[src/rtl/fiu_pkg.sv]
package fiu_pkg;

    localparam int MODE_W   = 3;
    localparam int RNG_W    = 16;
    // feedback taps at bit indices 15, 13, 12, 10
    localparam logic [RNG_W-1:0] RNG_TAPS = 16'hB400;
    localparam logic [RNG_W-1:0] RNG_SEED = 16'hACE1;

    typedef enum logic [MODE_W-1:0] {
        FM_NONE = 3'd0,
        FM_LOW  = 3'd1,
        FM_HIGH = 3'd2,
        FM_LAG  = 3'd3,
        FM_FLIP = 3'd4,
        FM_RAND = 3'd5,
        FM_RSV6 = 3'd6,
        FM_RSV7 = 3'd7
    } fmode_e;

    typedef struct packed {
        fmode_e first;
        fmode_e second;
    } fpair_t;

    localparam fpair_t PAIR_IDLE = '{first: FM_NONE, second: FM_NONE};

    function automatic logic [RNG_W-1:0] rng_step(input logic [RNG_W-1:0] s,
                                                 input logic [RNG_W-1:0] taps);
        return {s[RNG_W-2:0], ^(s & taps)};
    endfunction

    function automatic logic arms_flip(input fmode_e m);
        return m == FM_FLIP;
    endfunction

endpackage

[src/rtl/fault_lfsr.sv]
module fault_lfsr
    import fiu_pkg::*;
#(
    parameter int               W    = RNG_W,
    parameter logic [W-1:0]     TAPS = RNG_TAPS,
    parameter logic [W-1:0]     SEED = RNG_SEED
) (
    input  logic clk,
    input  logic rst,
    output logic rnd_bit
);

    logic [W-1:0] state_q;

    always_ff @(posedge clk) begin
        if (rst) state_q <= SEED;
        else     state_q <= rng_step(state_q, TAPS);
    end

    assign rnd_bit = state_q[0];

    // a maximal-length register must never fall into the all-zero lockup state
    assert_rng_nonzero_R5: assert property (@(posedge clk) disable iff (rst)
        state_q != '0);

    // every edge out of reset moves the old top bits one place up
    assert_rng_shift_R5: assert property (@(posedge clk) disable iff (rst)
        !$past(rst) |-> state_q[W-1:1] == $past(state_q[W-2:0]));

endmodule

[src/rtl/fault_pattern_stage.sv]
module fault_pattern_stage
    import fiu_pkg::*;
(
    input  logic   clk,
    input  logic   rst,
    input  logic   cfg_we,
    input  fpair_t cfg_in,
    input  logic   act_first,
    input  logic   act_second,
    output fmode_e mode_q,
    output logic   flip_hot
);

    fpair_t stage_q;
    fmode_e pick;
    logic   take;

    // staging register: written by the controller, invisible until promoted
    always_ff @(posedge clk) begin
        if (rst)         stage_q <= PAIR_IDLE;
        else if (cfg_we) stage_q <= cfg_in;
    end

    // second strobe has priority over the first
    always_comb begin
        take = act_first | act_second;
        pick = act_second ? stage_q.second : stage_q.first;
    end

    always_ff @(posedge clk) begin
        if (rst) begin
            mode_q   <= FM_NONE;
            flip_hot <= 1'b0;
        end else if (take) begin
            mode_q   <= pick;
            flip_hot <= arms_flip(pick);
        end else begin
            flip_hot <= 1'b0;
        end
    end

    assert_flip_single_R4: assert property (@(posedge clk) disable iff (rst)
        (flip_hot && !act_first && !act_second) |=> !flip_hot);

    assert_flip_mode_R4: assert property (@(posedge clk) disable iff (rst)
        flip_hot |-> mode_q == FM_FLIP);

    assert_take_second_R7: assert property (@(posedge clk) disable iff (rst)
        act_second |=> mode_q == $past(stage_q.second));

    assert_take_first_R7: assert property (@(posedge clk) disable iff (rst)
        (act_first && !act_second) |=> mode_q == $past(stage_q.first));

    assert_hold_mode_R6: assert property (@(posedge clk) disable iff (rst)
        (!act_first && !act_second) |=> $stable(mode_q));

    assert_reset_idle_R9: assert property (@(posedge clk)
        $past(rst) |-> (mode_q == FM_NONE && !flip_hot && stage_q == PAIR_IDLE));

endmodule

[src/rtl/fault_select.sv]
module fault_select
    import fiu_pkg::*;
(
    input  fmode_e mode,
    input  logic   net_in,
    input  logic   net_lag,
    input  logic   flip_hot,
    input  logic   rnd_bit,
    output logic   net_out
);

    always_comb begin
        unique case (mode)
            FM_LOW:  net_out = 1'b0;
            FM_HIGH: net_out = 1'b1;
            FM_LAG:  net_out = net_lag;
            FM_FLIP: net_out = net_in ^ flip_hot;
            FM_RAND: net_out = rnd_bit;
            default: net_out = net_in;
        endcase
    end

endmodule

[src/rtl/net_fault_unit.sv]
module net_fault_unit
    import fiu_pkg::*;
#(
    parameter bit                SHARED_RNG = 1'b0,
    parameter logic [RNG_W-1:0]  SEED       = RNG_SEED
) (
    input  logic              clk,
    input  logic              rst,
    input  logic              net_in,
    input  logic              cfg_we,
    input  logic [MODE_W-1:0] cfg_first,
    input  logic [MODE_W-1:0] cfg_second,
    input  logic              act_first,
    input  logic              act_second,
    input  logic              rnd_ext,
    output logic              net_out
);

    fpair_t cfg_pair;
    fmode_e mode_q;
    logic   flip_hot;
    logic   lag_q;
    logic   local_bit;
    logic   rnd_bit;

    assign cfg_pair = '{first: fmode_e'(cfg_first), second: fmode_e'(cfg_second)};

    fault_pattern_stage u_stage (
        .clk        (clk),
        .rst        (rst),
        .cfg_we     (cfg_we),
        .cfg_in     (cfg_pair),
        .act_first  (act_first),
        .act_second (act_second),
        .mode_q     (mode_q),
        .flip_hot   (flip_hot)
    );

    // one-cycle copy of the net for the delay fault
    always_ff @(posedge clk) begin
        if (rst) lag_q <= 1'b0;
        else     lag_q <= net_in;
    end

    generate
        if (SHARED_RNG) begin : g_shared
            assign local_bit = 1'b0;
        end else begin : g_local
            fault_lfsr #(.W(RNG_W), .TAPS(RNG_TAPS), .SEED(SEED)) u_rng (
                .clk     (clk),
                .rst     (rst),
                .rnd_bit (local_bit)
            );
        end
    endgenerate

    assign rnd_bit = SHARED_RNG ? rnd_ext : local_bit;

    fault_select u_sel (
        .mode     (mode_q),
        .net_in   (net_in),
        .net_lag  (lag_q),
        .flip_hot (flip_hot),
        .rnd_bit  (rnd_bit),
        .net_out  (net_out)
    );

    assert_lag_one_cycle_R3: assert property (@(posedge clk) disable iff (rst)
        (mode_q == FM_LAG && !$past(rst)) |-> net_out == $past(net_in));

    assert_stuck_low_R2: assert property (@(posedge clk) disable iff (rst)
        mode_q == FM_LOW |-> !net_out);

    assert_stuck_high_R2: assert property (@(posedge clk) disable iff (rst)
        mode_q == FM_HIGH |-> net_out);

    assert_pass_through_R1: assert property (@(posedge clk) disable iff (rst)
        (mode_q == FM_NONE || mode_q == FM_RSV6 || mode_q == FM_RSV7) |-> net_out == net_in);

    assert_shared_rand_R8: assert property (@(posedge clk) disable iff (rst)
        (SHARED_RNG && mode_q == FM_RAND) |-> net_out == rnd_ext);

endmodule

[config.mk]
export PLATFORM = sky130hd
export DESIGN_NAME = net_fault_unit
export DESIGN_NICKNAME = d
export VERILOG_FILES = /design/src/rtl/fiu_pkg.sv /design/src/rtl/fault_lfsr.sv /design/src/rtl/fault_pattern_stage.sv /design/src/rtl/fault_select.sv /design/src/rtl/net_fault_unit.sv
export SDC_FILE = /design/constraint.sdc
export NUM_CORES = 1
export LEC_CHECK = 0
export BUFFER_PORTS_ARGS = -buffer_cell sky130_fd_sc_hd__buf_2
export CAP_MARGIN = 10
export CORE_MARGIN = 2
export CORE_UTILIZATION = 40
export DETAILED_ROUTE_END_ITERATION = 7
export PLACE_DENSITY_LB_ADDON = 0.1
export SYNTH_ARGS = -nofsm -noshare
export SYNTH_HDL_FRONTEND = slang
export SYNTH_HIERARCHICAL = 1
export SYNTH_SLANG_ARGS = --single-unit
[constraint.sdc]
create_clock -name clk -period 1.35 [get_ports clk]
set_input_delay 0 -clock clk [delete_from_list [all_inputs] [get_ports clk]]
set_output_delay 0 -clock clk [all_outputs]
set_load 0.05 [all_outputs]
==> metrics.md, run 1 <==
| Metric | Value |
|---|---|
| Design internal power | 1.07 mW |
| Number of iterations in the first detailed-routing pass | 4 |
| Portion of the post-synthesis area used by sequential elements | 56.6% |
| Hold path startpoint | act_first |
| Main combinational cell family by area after synthesis | simple AND/OR/NAND/NOR gates |
| Pins over their slew limit | 0 |
| Buffer cell driving the clock tree root | clkbuf_4 |
| Critical-path cell list | clkinv_2 > o211ai_1 > a221oi_2 > buf_6 |
| Power Density | 1130 mW/mm^2 |
| First-pass GRT wire length | 2730 um |
| Fraction of final layout cells sized beyond drive strength 1 | 20.0% |
| Class of the worst hold path | in2reg |
| Crit Reg-Reg Startpoint | u_stage/stage_q[4] |
| Part of the power in combinational logic | 12.9% |
| Multiplexer share of the synthesized area | 8.39% |
| MaxCap Viol Count | 0 |
| Cell count after placement | 123 |
| Die Y-Extent | 52.9 um |
| Setup repair after global routing missed its margin | true |
| Synth Warn # | 6 |
| Worst rel slew slack | 83.7% |
| Switching power summed over all nets | 331 uW |
| Number of port buffers | 12 |
| Leakage | 0.525 nW |
| Total half-perimeter wirelength after legalization and detailed placement | 972 um |
| Largest voltage drop on the vdd net | 0.817 mV |
| Post-route antenna net violation count | 0 |
| Type of element capturing the critical path | output port |
| Startpoint types | flop |
| Slowest stage cell, crit path | dfxtp_2 |
| Worst EP arrival | 1.33 ns |
| Crit path from | u_stage/mode_q[1] |
| Syn nets | 98 |
| Synthesized area per cell | 11.2 um^2 |
| Clk pwr share | 24.5% |
| Initial core utilization | 42.7% |
| Total wire length after detailed routing | 1570 um |
| Setup CP Type | reg2out |
| Iter 0 DRT Violations | 8 |
| Largest buffer count on any clock path | 2 |
| Sink Count | 27 |
| Portion of the clock cycle consumed by the worst path in the final layout | 98.5% |
| Transition time at the pin with the least slew margin | 0.243 ns |
| Net count of the finished layout | 129 |
| Met2 layer usage reported by global route | 18.5% |
| Overflow left after global routing | 0 |
| DRC viols | 0 |
| Chip Width | 52.9 um |
| Synth-to-layout area growth | 29.4% |
| Parity-gate share of the synthesized area counting xor and xnor cells | 2.75% |
| Clock skew | 0.00896 ns |
| Adder and majority gate portion of the synthesized area | 0% |
| Final Hold Vio Count | 0 |
| Post-synthesis simple-gate area fraction | 21.4% |
| Max H-tree Level | 1 |
| Post-synthesis sequential element count | 27 |
| Critical Path Fanout Max | 4 |
| Via count of the first global-routing pass | 585 |
| Met3 usage in global routing | 3.39% |
| CTS tree | yes |
| Outcome | complete, no violations |
| Area enclosed by the die boundary | 0.00279 mm^2 |
| Overall Global Routing Usage | 14.0% |
| Share of the synthesized area in compound gates (AO/OA/AOI/OAI) | 6.82% |
| Part of the power in registers | 62.6% |
| Post-Syn Area | 955 um^2 |
| Area of the core region | 0.00223 mm^2 |
| Count of pins on the block boundary | 14 |
| Proportion of total power due to net switching | 23.7% |
| Last weighted congestion value of the routability-driven placer | 0.688 |
| Stage delay of the slowest cell on the critical path | 0.37 ns |
| Std cell rows | 17 |
| Number of vias after detailed routing | 662 |
| Clk_lat worst skew | 0.32 ns |
| Number of standard cells in the layout, taps in and fillers out | 143 |
| Antenna violations before repair | 0 |
| Number of vias per cell after detailed routing | 4.63 |
| Req. time, crit path | 1.35 ns |
| Number of instances in the synthesized netlist | 85 |
| Final number of setup-violating endpoints | 0 |
| Clock buffers created by TritonCTS | 3 |
| Met1 routing resource usage after global routing | 20.4% |
| Min Clock Period, post-route | 1.33 ns |
| Setup tns final | 0 ns |
| Routed WL per cell | 11.0 um |
| FMAX | 0.752 GHz |
| Library cells used by synthesis | 27 |
| CTS clock-pin slew for the worst setup and hold paths | 0.15 ns |
| Maximum number of pins on one net before global-route repair | 18 |
| Antenna diode instance count | 0 |
| Routing layer with the top usage in global route | met1 |
| Postcts setup bufs | 0 |
[power groups by stage]
stage / Sequential (mW) / Clock (mW) / Combinational [mW]
floorplan: 0.884 / 0 / 0.104
global placement: 0.893 / 0 / 0.134
detailed placement: 0.893 / 0 / 0.137
CTS: 0.877 / 0.364 / 0.180
global route: 0.883 / 0.395 / 0.199
finish: 0.876 / 0.343 / 0.180
[cells in the mapped netlist]
cell	instances	area, um^2
inv_1	3	11.3
nor3b_1	1	7.51
o211ai_1	1	7.51
nor2b_1	10	62.6
or4b_1	1	10.0
o2bb2a_1	1	10.0
a221oi_2	1	15.0
xnor2_1	1	8.76
xor2_1	2	17.5
nand4bb_1	1	11.3
a211oi_1	3	22.5
or2_1	7	43.8
buf_4	1	7.51
nand2b_1	1	6.26
a21oi_1	1	5.00
nor3_1	1	5.00
nor2b_4	1	13.8
nand4b_1	1	8.76
nand3b_1	1	7.51
dfxtp_1	27	541
buf_2	1	5.00
buf_6	1	11.3
nand3_1	1	5.00
mux2i_1	8	80.1
clkinv_1	1	3.75
nor2_1	6	22.5
o21ai_1	1	5.00
[placed cells by master (no fill, tap or decap), drive strengths merged]
cell and count:
nand3b 1, a21oi 1, dfxtp 27, nor3b 1, clkbuf 3, nand4b 1
nand2b 1, a211oi 3, dlygate4sd3 16, clkinv 1, xor2 2, nand4bb 1
buf 13, or4b 1, or2 7, o2bb2a 1, nor2b 11, o211ai 1
nand3 1, nor3 1, clkinvlp 1, a221oi 1, xnor2 1, mux2i 8
nor2 6, o21ai 1, inv 3
[timing repair]
item | CTS | global route
gates resized for setup | 5 | 1
hold buffers | 16 | 0
setup endpoints to repair | 1 | 2
endpoints found under the hold margin | 9 | 0
[area by class of cell]
| type | instances | area [um^2] |
|---|---|---|
| multi-input cells | 51 | 375 |
| clock buffers | 3 | 22.5 |
| clock inverters | 1 | 7.51 |
| well taps | 28 | 35.0 |
| repair buffers | 29 | 234 |
| inverters | 4 | 16.3 |
| flip-flops and latches | 27 | 544 |
| fillers | 213 | 998 |
[metal layers]
layer | up-vias | routed length (um) | share of wire, %
met1 | 301 | 817 | 52
met4 | 0 | 31 | 2.0
li1 | 344 | - | -
met3 | 4 | 65 | 4.1
met5 | - | 0 | 0
met2 | 13 | 659 | 42
[critical path: cells and delay by family (launching register included)]
kind	cells	cell delay, ns
AOI/OAI and AO/OA	2	0.38
buffers and inverters	2	0.25
DFF	1	0.37
[flip-flops by register name, indices dropped and copies added (netlist names)]
register,cells
g_local.u_rng/state_q,16
lag_q,1
u_stage/flip_hot,1
u_stage/mode_q,3
u_stage/stage_q,6
[stage by stage]
| step | hold WS, ns | total power, mW | worst slack, ns | cell area, um^2 | utilization (%) |
|---|---|---|---|---|---|
| after floorplan | 0.0643 | 0.988 | 0.0550 | 955 | - |
| after global placement | 0.233 | 1.03 | 0.320 | 1030 | 46.3 |
| after detailed placement | 0.242 | 1.03 | 0.286 | 1030 | 46.3 |
| after CTS | 0.0145 | 1.42 | 0.00349 | 1230 | 55.2 |
| after global routing | 0.0221 | 1.48 | -0.0791 | 1230 | 55.3 |
| final | 0.0229 | 1.40 | 0.0204 | 1230 | 55.3 |
[cells by family (layout without fill, tap and decap cells)]
logic type,count (synthesis),count (layout)
xor+xnor,3,3
flops,27,27
simple gates,32,32
mux,8,8
buf+inv,7,37
compound gates,8,8
[path summary, 6_finish.rpt]
| check | slack, ns | cells after the start | to |
|---|---|---|---|
| worst min-delay path | 0.02 | 3 | u_stage/mode_q[2] |
| worst max register to register | 0.06 | 3 | u_stage/mode_q[1] |
| worst max-delay path | 0.02 | 4 | net_out |
| worst min register to register | 0.42 | 1 | g_local.u_rng/state_q[6] |
Power figures use the tool's default switching activity.
==> inputs of run 2 (changes only) <==
==> constraint.sdc (replaced) <==
create_clock -name clk -period 1.1 [get_ports clk]
set_input_delay 0 -clock clk [delete_from_list [all_inputs] [get_ports clk]]
set_output_delay 0 -clock clk [all_outputs]
set_load 0.05 [all_outputs]
==> metrics.md, run 2 (synthesis gave the netlist of run 1 again) <==
| Metric | Value |
|---|---|
| First-pass GRT wire length | 2760 um |
| Overall Global Routing Usage | 14.2% |
| Part of the power in registers | 62.3% |
| Clock skew | 0.000909 ns |
| Worst rel slew slack | 82.6% |
| Largest registers | g_local.u_rng/state_q: 16 flops, u_stage/stage_q: 6 flops, u_stage/mode_q: 3 flops |
| Count of pins on the block boundary | 14 |
| Leakage | 0.502 nW |
| Sink Count | 27 |
| Number of port buffers | 12 |
| Net count of the finished layout | 125 |
| Cell type with the highest occurrence count on the critical path | buf_6 |
| Critical-path cell list | clkinv_2 > buf_6 > a221oi_4 > buf_6 |
| Total half-perimeter wirelength after legalization and detailed placement | 1040 um |
| Max H-tree Level | 1 |
| Failing checks | setup timing |
| Proportion of total power due to net switching | 24.3% |
| Most frequent standard cell in the layout excluding fill and tap cells | dfxtp_1 |
| Setup slack at placement | -0.0260 ns |
| Routed WL per cell | 11.7 um |
| Antenna diode instance count | 0 |
| Clk_lat worst skew | 0.32 ns |
| Iter 0 DRT Violations | 11 |
| Buffer cell driving the clock tree root | clkbuf_4 |
| DRC viols | 0 |
| Switching power summed over all nets | 420 uW |
| Part of the power in combinational logic | 12.8% |
| Final critical-path setup slack | -0.260 ns |
| Design internal power | 1.31 mW |
| Final number of setup-violating endpoints | 1 |
| Clk pwr share | 24.8% |
| Synth-to-layout area growth | 26.5% |
| Register-to-register setup slack | 0.12 ns |
| Type of element capturing the critical path | output port |
| Startpoint types | flop |
| Clock buffers created by TritonCTS | 3 |
| Delay-heaviest family, CP | flip-flops |
| Req. time, crit path | 1.10 ns |
| Chip Width | 52.9 um |
| Last weighted congestion value of the routability-driven placer | 0.740 |
| Area of the core region | 0.00223 mm^2 |
| Number of standard cells in the layout, taps in and fillers out | 139 |
| Setup CP Type | reg2out |
| Largest voltage drop on the vdd net | 0.787 mV |
| Setup repair after global routing missed its margin | true |
| Number of vias per cell after detailed routing | 4.50 |
| Stage delay of the slowest cell on the critical path | 0.40 ns |
| Number of vias after detailed routing | 626 |
| Design Power | 1.73 mW |
| FMAX | 0.735 GHz |
| Postcts setup bufs | 0 |
| Cell count after placement | 126 |
| Outcome | finished, violations left |
| Cell area after placement | 0.00107 mm^2 |
| Die Y-Extent | 52.9 um |
| Portion of the clock cycle consumed by the worst path in the final layout | 124% |
| Min Clock Period, post-route | 1.36 ns |
| CTS clock-pin slew for the worst setup and hold paths | 0.14 ns |
| Maximum number of pins on one net before global-route repair | 19 |
| Number of fill cells | 206 |
| Class of the worst hold path | in2reg |
| Worst-case reg-to-reg path depth | 2 |
| Area enclosed by the die boundary | 0.00279 mm^2 |
| Power Density | 1430 mW/mm^2 |
| Post-route antenna net violation count | 0 |
| Worst EP arrival | 1.36 ns |
| Slowest stage cell, crit path | dfxtp_2 |
| CTS tree | yes |
| MaxCap Viol Count | 0 |
| Number of iterations in the first detailed-routing pass | 4 |
| Antenna violations before repair | 0 |
| Via count of the first global-routing pass | 589 |
| Critical Path Fanout Max | 4 |
| Post-Route Hold Slack | 0.0188 ns |
| Critical path depth | 4 |
| Transition time at the pin with the least slew margin | 0.262 ns |
| Std cell rows | 17 |
| Largest Register | g_local.u_rng/state_q |
| Final Hold Vio Count | 0 |
| Most used cells in the layout excluding fill and tap cells | 24 x dfxtp_1, 11 x buf_2, 10 x nor2b_1 |
| Pins over their slew limit | 0 |
| Initial core utilization | 42.7% |
| Final Cell Area | 0.00121 mm^2 |
| Total wire length after detailed routing | 1630 um |
| Overflow left after global routing | 0 |
| Largest buffer count on any clock path | 2 |
| Worst hold path depth | 3 |
| Fraction of final layout cells sized beyond drive strength 1 | 24.3% |
| Combined buffer and inverter count along the critical path | 3 |
| Max FFs per register | 16 |
-- run 2: cell types whose count changed in the layout (fill, tap and decap cells not counted) --
cell and change:
a211oi_1 -1, buf_6 +1, a221oi_4 +1, dlygate4sd3_1 -7, a221oi_2 -1, buf_4 +2, a211oi_2 +1
-- run 2: worst min-delay path, stage by stage --
cell	delay [ns]
buf_2	0.13
nand4bb_1	0.11
nand3_1	0.07
-- run 2: timing repair --
item / 4_1_cts / 5_1_grt
resized for setup: 5 / 1
gates cloned: 0 / 0
pin swaps: 1 / 0
hold buffers: 9 / 0
endpoints found under the setup margin: 1 / 1
hold endpoints to repair: 9 / 0
-- run 2: path summary, 6_finish.rpt --
kind,end,from
setup / recovery,net_out,u_stage/mode_q[1]
hold reg to reg,g_local.u_rng/state_q[10],g_local.u_rng/state_q[9]
hold / removal,u_stage/mode_q[2],act_first
setup reg to reg,u_stage/mode_q[2],u_stage/mode_q[2]
-- run 2: power groups by stage --
stage          Combinational [mW]  Sequential [mW]  Clock [mW]
3_3_place_gp                0.184             1.10           0
2_1_floorplan               0.135             1.09           0
6_report                    0.222             1.08       0.429
5_1_grt                     0.243             1.09       0.482
4_1_cts                     0.220             1.08       0.442
3_5_place_dp                0.185             1.10           0
-- run 2: final cells by class --
cell class	instances	area, um^2	share of cell area [%]
clock buffers	3	22.5	1.87
clock inverters	1	7.51	0.622
multi-input cells	51	392	32.4
repair buffers	25	190	15.8
well taps	28	35.0	2.90
flip-flops and latches	27	544	45.1
inverters	4	16.3	1.35
-- run 2: metrics by stage --
step / util [%] / TNS, ns
global placement: 47.9 / 0
CTS: 53.8 / -0.254
detailed placement: 47.9 / -0.0260
finish: 54.1 / -0.260
global route: 54.1 / -0.349
floorplan: - / 0
-- run 2: routing by layer --
metal / global-route usage [%] / wire, um
met5: 0 / 0
met4: 7.69 / 17
met3: 3.39 / 43
met2: 21.0 / 702
met1: 19.0 / 862
